### config.mk
export PLATFORM = sky130hd
export DESIGN_NAME = ddr_burst_colgen
export DESIGN_NICKNAME = d
export VERILOG_FILES = /design/src/rtl/ddr_colgen_pkg.sv /design/src/rtl/colgen_ctl.sv /design/src/rtl/colgen_beat.sv /design/src/rtl/ddr_burst_colgen.sv
export SDC_FILE = /design/constraint.sdc
export NUM_CORES = 1
export LEC_CHECK = 0
export ABC_AREA = 1
export BUFFER_PORTS_ARGS = -buffer_cell sky130_fd_sc_hd__buf_2
export CAP_MARGIN = 20
export CORE_MARGIN = 4
export CORE_UTILIZATION = 27
export DETAILED_ROUTE_END_ITERATION = 6
export REMOVE_ABC_BUFFERS = 1
export SYNTH_ARGS = -nofsm -noshare
export SYNTH_HDL_FRONTEND = slang
export SYNTH_SLANG_ARGS = --single-unit
### constraint.sdc
create_clock -name clk -period 1.54 [get_ports clk]
set_clock_uncertainty 0.05 [all_clocks]
set_input_delay 0.308 -clock clk [delete_from_list [all_inputs] [get_ports clk]]
set_output_delay 0.308 -clock clk [all_outputs]
set_load 0.05 [all_outputs]
### src/rtl/ddr_colgen_pkg.sv
package ddr_colgen_pkg;

  // log2 of the longest burst; offset bits inside the widest aligned group
  localparam int OFS_W  = 3;
  // bits needed to index a beat pair inside the longest burst
  localparam int PIDX_W = OFS_W - 1;

  typedef logic [1:0] blen_code_t;

  localparam blen_code_t BLEN_2 = 2'b00;
  localparam blen_code_t BLEN_4 = 2'b01;
  localparam blen_code_t BLEN_8 = 2'b10;

  // offset mask for a length code; the spare code falls back to the longest burst
  function automatic logic [OFS_W-1:0] len_mask(input blen_code_t code);
    logic [OFS_W-1:0] m;
    case (code)
      BLEN_2:  m = 3'b001;
      BLEN_4:  m = 3'b011;
      default: m = 3'b111;
    endcase
    return m;
  endfunction

endpackage

### src/rtl/colgen_ctl.sv
module colgen_ctl
  import ddr_colgen_pkg::*;
#(
  parameter int COL_W = 8
) (
  input  logic              clk,
  input  logic              rst_n,
  input  logic              start,
  input  logic [COL_W-1:0]  start_col,
  input  blen_code_t        len_sel,
  input  logic              ileave,
  output logic              active,
  output logic              last,
  output logic [COL_W-1:0]  base,
  output logic [OFS_W-1:0]  blk_mask,
  output logic              il,
  output logic [PIDX_W-1:0] pidx
);

  logic              act_q, act_d;
  logic [COL_W-1:0]  base_q;
  logic [OFS_W-1:0]  mask_q;
  logic              il_q;
  logic [PIDX_W-1:0] pidx_q, pidx_d;
  logic              last_w;
  logic              ld_en, adv_en;

  // final pair index of the burst is the offset mask without its beat bit
  assign last_w = act_q && (pidx_q == mask_q[OFS_W-1:1]);

  assign ld_en  = start;
  assign adv_en = act_q && !last_w && !start;

  always_comb begin
    act_d  = act_q;
    pidx_d = pidx_q;
    if (ld_en) begin
      act_d  = 1'b1;
      pidx_d = '0;
    end else if (adv_en) begin
      pidx_d = pidx_q + 1'b1;
    end else if (last_w) begin
      act_d  = 1'b0;
    end
  end

  always_ff @(posedge clk or negedge rst_n) begin
    if (!rst_n) begin
      act_q  <= 1'b0;
      pidx_q <= '0;
      base_q <= '0;
      mask_q <= '0;
      il_q   <= 1'b0;
    end else begin
      act_q <= act_d;
      if (ld_en || adv_en) pidx_q <= pidx_d;
      if (ld_en) begin
        base_q <= start_col;
        mask_q <= len_mask(len_sel);
        il_q   <= ileave;
      end
    end
  end

  assign active   = act_q;
  assign last     = last_w;
  assign base     = base_q;
  assign blk_mask = mask_q;
  assign il       = il_q;
  assign pidx     = pidx_q;

  // a command always opens a fresh burst at pair 0 on the next clock
  a_r8_start_loads: assert property (@(posedge clk) disable iff (!rst_n)
    start |=> (active && pidx == '0));

  // the burst ends after its closing pair unless a command follows
  a_r2_burst_ends: assert property (@(posedge clk) disable iff (!rst_n)
    (active && last && !start) |=> !active);

  // one pair per clock while the burst runs
  a_r2_pair_steps: assert property (@(posedge clk) disable iff (!rst_n)
    (active && !last && !start) |=> (active && pidx == $past(pidx) + 1'b1));

  // captured command fields stay put until the next command
  a_r9_fields_hold: assert property (@(posedge clk) disable iff (!rst_n)
    (active && !start) |=> ($stable(base) && $stable(blk_mask) && $stable(il)));

endmodule

### src/rtl/colgen_beat.sv
module colgen_beat
  import ddr_colgen_pkg::*;
#(
  parameter int COL_W = 8,
  parameter int BEAT  = 0
) (
  input  logic [COL_W-1:0]  base,
  input  logic [OFS_W-1:0]  blk_mask,
  input  logic              il,
  input  logic [PIDX_W-1:0] pidx,
  output logic [COL_W-1:0]  col
);

  logic [OFS_W-1:0] beat_idx;
  logic [OFS_W-1:0] ofs_lin;
  logic [OFS_W-1:0] ofs_xor;
  logic [OFS_W-1:0] ofs_sel;

  assign beat_idx = {pidx, 1'(BEAT)};
  // modulo-8 sum; masking reduces it modulo the burst length
  assign ofs_lin  = base[OFS_W-1:0] + beat_idx;
  assign ofs_xor  = base[OFS_W-1:0] ^ beat_idx;
  assign ofs_sel  = il ? ofs_xor : ofs_lin;

  assign col = {base[COL_W-1:OFS_W],
                (base[OFS_W-1:0] & ~blk_mask) | (ofs_sel & blk_mask)};

endmodule

### src/rtl/ddr_burst_colgen.sv
module ddr_burst_colgen
  import ddr_colgen_pkg::*;
#(
  parameter int COL_W = 8
) (
  input  logic             clk,
  input  logic             rst_n,
  input  logic             cmd_start,
  input  logic [COL_W-1:0] cmd_col,
  input  logic [1:0]       cmd_len,
  input  logic             cmd_ileave,
  output logic             pair_valid,
  output logic             pair_last,
  output logic [COL_W-1:0] col_even,
  output logic [COL_W-1:0] col_odd
);

  localparam int BEATS_PER_CLK = 2;

  logic              act;
  logic              lst;
  logic [COL_W-1:0]  base;
  logic [OFS_W-1:0]  blk_mask;
  logic              il;
  logic [PIDX_W-1:0] pidx;
  logic [COL_W-1:0]  beat_col [BEATS_PER_CLK];

  colgen_ctl #(.COL_W(COL_W)) u_ctl (
    .clk       (clk),
    .rst_n     (rst_n),
    .start     (cmd_start),
    .start_col (cmd_col),
    .len_sel   (cmd_len),
    .ileave    (cmd_ileave),
    .active    (act),
    .last      (lst),
    .base      (base),
    .blk_mask  (blk_mask),
    .il        (il),
    .pidx      (pidx)
  );

  for (genvar g = 0; g < BEATS_PER_CLK; g++) begin : g_beat
    colgen_beat #(.COL_W(COL_W), .BEAT(g)) u_beat (
      .base     (base),
      .blk_mask (blk_mask),
      .il       (il),
      .pidx     (pidx),
      .col      (beat_col[g])
    );
  end

  assign pair_valid = act;
  assign pair_last  = lst;
  assign col_even   = beat_col[0];
  assign col_odd    = beat_col[1];

  // both beats of a pair share the widest aligned group
  a_r4_same_group: assert property (@(posedge clk) disable iff (!rst_n)
    pair_valid |-> (col_even[COL_W-1:OFS_W] == col_odd[COL_W-1:OFS_W]));

  // the two beats of a pair are distinct columns
  a_r7_beats_differ: assert property (@(posedge clk) disable iff (!rst_n)
    pair_valid |-> (col_even != col_odd));

  // the closing flag only accompanies a valid pair
  a_r7_last_valid: assert property (@(posedge clk) disable iff (!rst_n)
    pair_last |-> pair_valid);

endmodule

* Word-level counts from Yosys, hierarchy flattened *
Index checks and enable logic that the tools add are counted.

storage, ports and cells
  input port bits = 14
  output and inout bits = 18
  bits in read-only memories = 0
  bits in latches = 0
  word-level logic and storage cells = 38
  bits in writable memories = 0
  memories = 0
  bits in registers = 15

operators by class
  multiplexer cells = 8
  magnitude comparators = 0
  equality and inequality tests = 3
  reductions and logical operators = 11
  divide/modulo/power cells = 0
  shift operators = 0
  add/subtract/negate cells = 3
  bitwise gates (word level) = 8
  multiply operators = 0

operators by type and width
  operator                                                          count
  3-bit bitwise AND                                                 3
  3-bit adder                                                       2
  3-bit two-way mux                                                 2
  3-bit OR                                                          2
  3-bit one-hot mux with 2 select lines                             1
  3-bit XOR                                                         2
  2-bit two-way mux                                                 2
  2-bit AND reduction                                               2
  2-bit nonzero test                                                2
  1-bit logical AND                                                 3
  1-bit two-way mux                                                 3
  3-bit inverter                                                    1
  2-bit by 1-bit adder with 2-bit output (second input constant)    1
  2-bit by 1-bit == test with 1-bit output (second input constant)  1
  2-bit == test                                                     1
  1-bit zero test                                                   2
  2-bit zero test                                                   1
  2-bit != test (second input constant)                             1
  1-bit logical OR                                                  1

* Longest topological paths before layout *
  word-level depth = 7
  depth in mapped cells = 8
  gate-level depth less buffers = 7

* By module *
A second synthesis with hierarchy kept.

unflattened totals
  cell total of the unflattened synthesis = 115
  area total of the unflattened synthesis = 875.8 um2

by module, submodules not included
  module                          cells each  instances  sequential area each (um2)  area an instance (um2)
  colgen_ctl                      75          1          375.4                       621.8
  colgen_beat (g_beat[1].u_beat)  22          1          0.0                         143.9
  colgen_beat (g_beat[0].u_beat)  18          1          0.0                         110.1

* Worst setup path after synthesis *
OpenSTA, ideal clock, no wires.

  path kind = reg-to-output
  start = register u_ctl.pidx_q[0], in the netlist u_ctl.pidx[0]
  end = output col_odd[1]
  buffers on the path = 0
  data arrival time = 1.440 ns
  setup slack = -0.258 ns
  cell stages (with the launch flop) = 6
  required time = 1.182 ns
  path through = dfrtp_1 > inv_2 > fa_1 > a21oi_1 > o21ai_0 > nand2_1

on the way
  word-level cells in the longest chain between the ends = 4
  elaborated cells between the ends (all ways) = 5

RTL lines
  item                                             line                                  source
  from (decl)                                      colgen_ctl.sv:24                      logic [PIDX_W-1:0] pidx_q, pidx_d;
  from (signal assigned)                           colgen_ctl.sv:56                      if (ld_en || adv_en) pidx_q <= pidx_d;
  3-bit adder / 3-bit XOR (equally long branches)  colgen_beat.sv:21, colgen_beat.sv:22
  3-bit two-way mux *                              colgen_beat.sv:23                     assign ofs_sel = il ? ofs_xor : ofs_lin;
  3-bit bitwise AND *                              colgen_beat.sv:26                     (base[OFS_W-1:0] & ~blk_mask) | (ofs_sel & blk_mask)};
  3-bit OR *                                       colgen_beat.sv:26
  to (decl)                                        ddr_burst_colgen.sv:15                output logic [COL_W-1:0] col_odd

Every way passes the cells marked *; elsewhere a longest branch is shown, timed or not.

* Worst setup path after layout *
  start = register u_ctl.base_q[1], in the netlist u_ctl.base[1]
  end = output col_odd[1]

on the way
  word-level cells in the longest chain between the ends = 4
  elaborated cells between the ends (all ways) = 6

RTL lines
  item                                             line                                  source
  from (decl)                                      colgen_ctl.sv:21                      logic [COL_W-1:0] base_q;
  from (signal assigned)                           colgen_ctl.sv:58                      base_q <= start_col;
  3-bit adder / 3-bit XOR (equally long branches)  colgen_beat.sv:21, colgen_beat.sv:22
  3-bit two-way mux                                colgen_beat.sv:23
  3-bit bitwise AND                                colgen_beat.sv:26
  3-bit OR *                                       colgen_beat.sv:26

Marks and branches as above.

==> results_tabular.tex <==
\begin{tabular}{lr}
\hline
Metric & Value \\
\hline
\multicolumn{2}{l}{\textbf{Place}} \\
Worst Setup Slack post-DPL & -0.257 ns \\
Port bufs & 31 \\
Detailed-placement wirelength estimate & $\sim$1400 um \\
Final weighted congestion in routability-driven placement & 0.763 \\
\multicolumn{2}{l}{\textbf{Global route}} \\
Met3 Use GR & 0.0260 \\
Initial antenna violation count & 0 \\
Routing layer with the top usage in global route & met2 \\
Global-route usage over all layers & 0.0920 \\
Global-route track usage on met2 & 0.144 \\
Pin count of the biggest net entering global routing & 18 \\
Global-route wire length before repair & around 3000 um \\
Grt total ovfl & 0 \\
Via count of the first global-routing pass & 738 \\
Global-route track usage on met1 & 0.114 \\
\multicolumn{2}{l}{\textbf{Timing}} \\
Final hold violations & 0 \\
Max Fclk & 505 MHz \\
Slew at the pin closest to its max-slew limit & between 0.3 and 0.4 ns \\
Count of final max-slew check failures & 0 \\
Relative slew margins & 0.770 \\
Total Neg Setup Slack & -1.82 ns \\
RSZ-0062 raised after global routing & true \\
Post-layout min period & around 2 ns \\
Post-layout worst setup margin & -0.439 ns \\
Portion of the clock cycle consumed by the worst path in the final layout & 1.29 \\
Endpoints failing setup & 7 \\
\multicolumn{2}{l}{\textbf{Worst setup path}} \\
Arrival time reported for the critical path endpoint & $\sim$1.6 ns \\
Req. time, crit path & about 1.2 ns \\
Crit-path max FO & 2 \\
CP Launch Type & flop \\
Crit. End Element & output pin \\
Crit path largest cell delay & around 0.44 ns \\
CP max stage cell & sky130\_fd\_sc\_hd\_\_fa\_2 \\
Worst-path cell chain & inv\_2, fa\_2, a21oi\_2, o21ai\_1, nand2\_1, buf\_6 \\
Kind of critical path & reg2out \\
\multicolumn{2}{l}{\textbf{Floorplanning}} \\
Horizontal extent of the die & about 65 um \\
Number of top-level design ports & 32 \\
Core outline area & between 3000 and 4000 um2 \\
Die area & 4220 um2 \\
Chip height & between 60 and 70 um \\
Starting utilization of the core area & 0.285 \\
Number of standard-cell rows in the floorplan & 20 \\
\multicolumn{2}{l}{\textbf{Route}} \\
Total vias in the final route & 756 \\
Violation count after the first detailed-route iteration & 4 \\
Via density per instance & roughly 4 \\
Overall routed net length & approximately 1800 um \\
Number of routed nets with antenna violations & 0 \\
First drt pass iteration count & 4 \\
Detail-routed net length per standard cell & approximately 9.7 um \\
Remaining routing DRC violations & 0 \\
\multicolumn{2}{l}{\textbf{Logic synthesis}} \\
Portion of synthesized cell area occupied by the leading cell type & 0.428 \\
Count of state elements after synthesis & 15 \\
Number of distinct library cells after synthesis & 18 \\
Average instance area after synthesis & between 7 and 8 um2 \\
Most area-hungry cell type in the Yosys netlist & sky130\_fd\_sc\_hd\_\_dfrtp\_1 \\
Cell area after synthesis & slightly below 900 um2 \\
Synthesized instance count & around 110 \\
Cell types occupying the most area after synthesis & sky130\_fd\_sc\_hd\_\_dfrtp\_1, sky130\_fd\_sc\_hd\_\_nand2\_1, sky130\_fd\_sc\_hd\_\_buf\_4, sky130\_fd\_sc\_hd\_\_inv\_1, sky130\_fd\_sc\_hd\_\_ha\_1 \\
Register area share after synthesis & 0.428 \\
Yosys synthesis warning count & 0 \\
\multicolumn{2}{l}{\textbf{Cells and area}} \\
Net count reported at finish & between 150 and 200 \\
Fillers & 300 \\
Share of layout cells above drive strength 1 & 0.404 \\
Diodes inserted & 0 \\
Combined flip-flop and latch cell area & approximately 380 um2 \\
Area taken by multi-input logic gates & 409 um2 \\
Area added between synthesis and finish & 37.5\% \\
Final core occ & 0.392 \\
\multicolumn{2}{l}{\textbf{Pwr}} \\
Worst vdd rail ir drop & about 540 uV \\
Power density over cell area & about 1400 nW/um2 \\
Static leakage & $\sim$0.66 nW \\
\multicolumn{2}{l}{\textbf{Hold path}} \\
Worst hold path type & in2reg \\
\multicolumn{2}{l}{\textbf{Status}} \\
Violations in the final reports & negative setup slack \\
Result of the run & finished, violations left \\
\multicolumn{2}{l}{\textbf{Clock tree}} \\
Number of buffers inserted during clock tree synthesis & 3 \\
Clock latency at the later pin of the worst-skew pair & between 0.2 and 0.3 ns \\
\# H-tree levels & 1 \\
Clock transition at the register clock pins on the worst setup and hold paths after CTS & 0.09 ns \\
Number of clock sinks & 15 \\
Cell at the root of the clock tree & sky130\_fd\_sc\_hd\_\_clkbuf\_4 \\
CTS tree & yes \\
CTS Buffer Depth & 2 \\
\multicolumn{2}{l}{\textbf{Flow run}} \\
Max capacitance violation total & 0 \\
\hline
\end{tabular}
[cell type report]
type / instances / share of cell area
tap: 44 / 0.0456
sequential: 15 / 0.311
multi-input combinational: 72 / 0.339
clock buffer: 4 / 0.0218
inverter: 14 / 0.0436
timing repair buffer: 41 / 0.239
[where the power goes]
group	internal, mW	total [mW]	switching [mW]
Sequential	0.452	0.519	0.0666
Combinational	0.363	0.951	0.588
Clock	0.100	0.221	0.121
Total	0.916	1.69	0.775
[flip-flops by register name, summed over array words and instances (netlist names)]
signal	flops
u_ctl.base	8
u_ctl.blk_mask	3
u_ctl.pidx	2
u_ctl.active	1
u_ctl.il	1
[synthesized netlist by cell type]
| library cell | n |
|---|---|
| sky130_fd_sc_hd__a21oi_1 | 1 |
| sky130_fd_sc_hd__buf_2 | 1 |
| sky130_fd_sc_hd__buf_4 | 11 |
| sky130_fd_sc_hd__buf_6 | 1 |
| sky130_fd_sc_hd__dfrtp_1 | 15 |
| sky130_fd_sc_hd__fa_1 | 1 |
| sky130_fd_sc_hd__ha_1 | 3 |
| sky130_fd_sc_hd__inv_1 | 13 |
| sky130_fd_sc_hd__inv_2 | 1 |
| sky130_fd_sc_hd__nand2_1 | 45 |
| sky130_fd_sc_hd__nand2_2 | 2 |
| sky130_fd_sc_hd__nand3_1 | 4 |
| sky130_fd_sc_hd__nand4_1 | 2 |
| sky130_fd_sc_hd__nor2_1 | 4 |
| sky130_fd_sc_hd__o21ai_0 | 7 |
| sky130_fd_sc_hd__or2_2 | 1 |
| sky130_fd_sc_hd__xnor2_1 | 1 |
| sky130_fd_sc_hd__xor2_1 | 1 |
[layer usage]
layer / routed length, um / vias up / part of all wire
met5: 0 / - / 0
met4: 11 / 0 / 0.0060
met3: 162 / 2 / 0.088
met2: 814 / 28 / 0.44
met1: 848 / 327 / 0.46
li1: - / 399 / -
[timing repair]
action	CTS	global route
setup buffers	3	3
gates resized for setup	28	6
hold buffers	1	0
endpoints found under the setup margin	7	7
pin swaps	6	8
endpoints found under the hold margin	15	0
[final timing paths]
check	depth (start not counted)	slack, ns	from	end
min	3	0.17	cmd_col[2]	u_ctl.base[2]
min in group asynchronous	2	0.41	rst_n	u_ctl.base[7]
max	6	-0.44	u_ctl.base[1]	col_odd[1]
max reg2reg	9	0.35	u_ctl.pidx[0]	u_ctl.pidx[1]
max in group asynchronous	2	0.78	rst_n	u_ctl.pidx[0]
min reg2reg	2	0.45	u_ctl.base[7]	u_ctl.base[7]
[per-stage QoR]
stage / power (mW) / instances / hold WS (ns) / cell area (um2)
after floorplan: 1.08 / 101 / -0.0376 / 778
after global placement: 1.30 / 181 / 0.178 / 1030
after detailed placement: 1.31 / 181 / 0.185 / 1030
after CTS: 1.66 / 188 / 0.164 / 1170
after global routing: 1.81 / 190 / 0.178 / 1210
final: 1.69 / 190 / 0.175 / 1210
[layout by cell type, fill, tap and decap left out]
cell                            instances
sky130_fd_sc_hd__nor2_1                 2
sky130_fd_sc_hd__clkbuf_1               1
sky130_fd_sc_hd__nand3_1                4
sky130_fd_sc_hd__nor2_4                 1
sky130_fd_sc_hd__o21ai_0                6
sky130_fd_sc_hd__buf_4                  7
sky130_fd_sc_hd__clkbuf_4               3
sky130_fd_sc_hd__buf_8                  1
sky130_fd_sc_hd__xor2_1                 1
sky130_fd_sc_hd__inv_2                  5
sky130_fd_sc_hd__fa_2                   1
sky130_fd_sc_hd__buf_6                  8
sky130_fd_sc_hd__dlygate4sd3_1          1
sky130_fd_sc_hd__a21oi_2                1
sky130_fd_sc_hd__nand2_1               44
sky130_fd_sc_hd__or2_4                  1
sky130_fd_sc_hd__nand4_1                2
sky130_fd_sc_hd__dfrtp_1               15
sky130_fd_sc_hd__o21ai_1                1
sky130_fd_sc_hd__xnor2_1                1
sky130_fd_sc_hd__inv_1                  9
sky130_fd_sc_hd__buf_2                 24
sky130_fd_sc_hd__ha_4                   3
sky130_fd_sc_hd__nand2_2                3
sky130_fd_sc_hd__nor2_2                 1
[logic make-up after synthesis]
group,after synthesis,share of synthesized area
XOR/XNOR,2,0.0200
buffers and inverters,27,0.173
flip-flops,15,0.428
AND/OR/NAND/NOR,58,0.268
adder cells (fa/ha/maj),4,0.0656
AO/OA/AOI/OAI,8,0.0456
[critical path: cells and delay by family, from the launching register on]
family	cells	cell delay (ns)
DFF	1	0.40
AOI/OAI and AO/OA	2	0.19
adders and majority gates	1	0.44
buffers and inverters	2	0.23
and+or+nand+nor	1	0.08
Note: power is estimated with default switching activity, not from simulation.
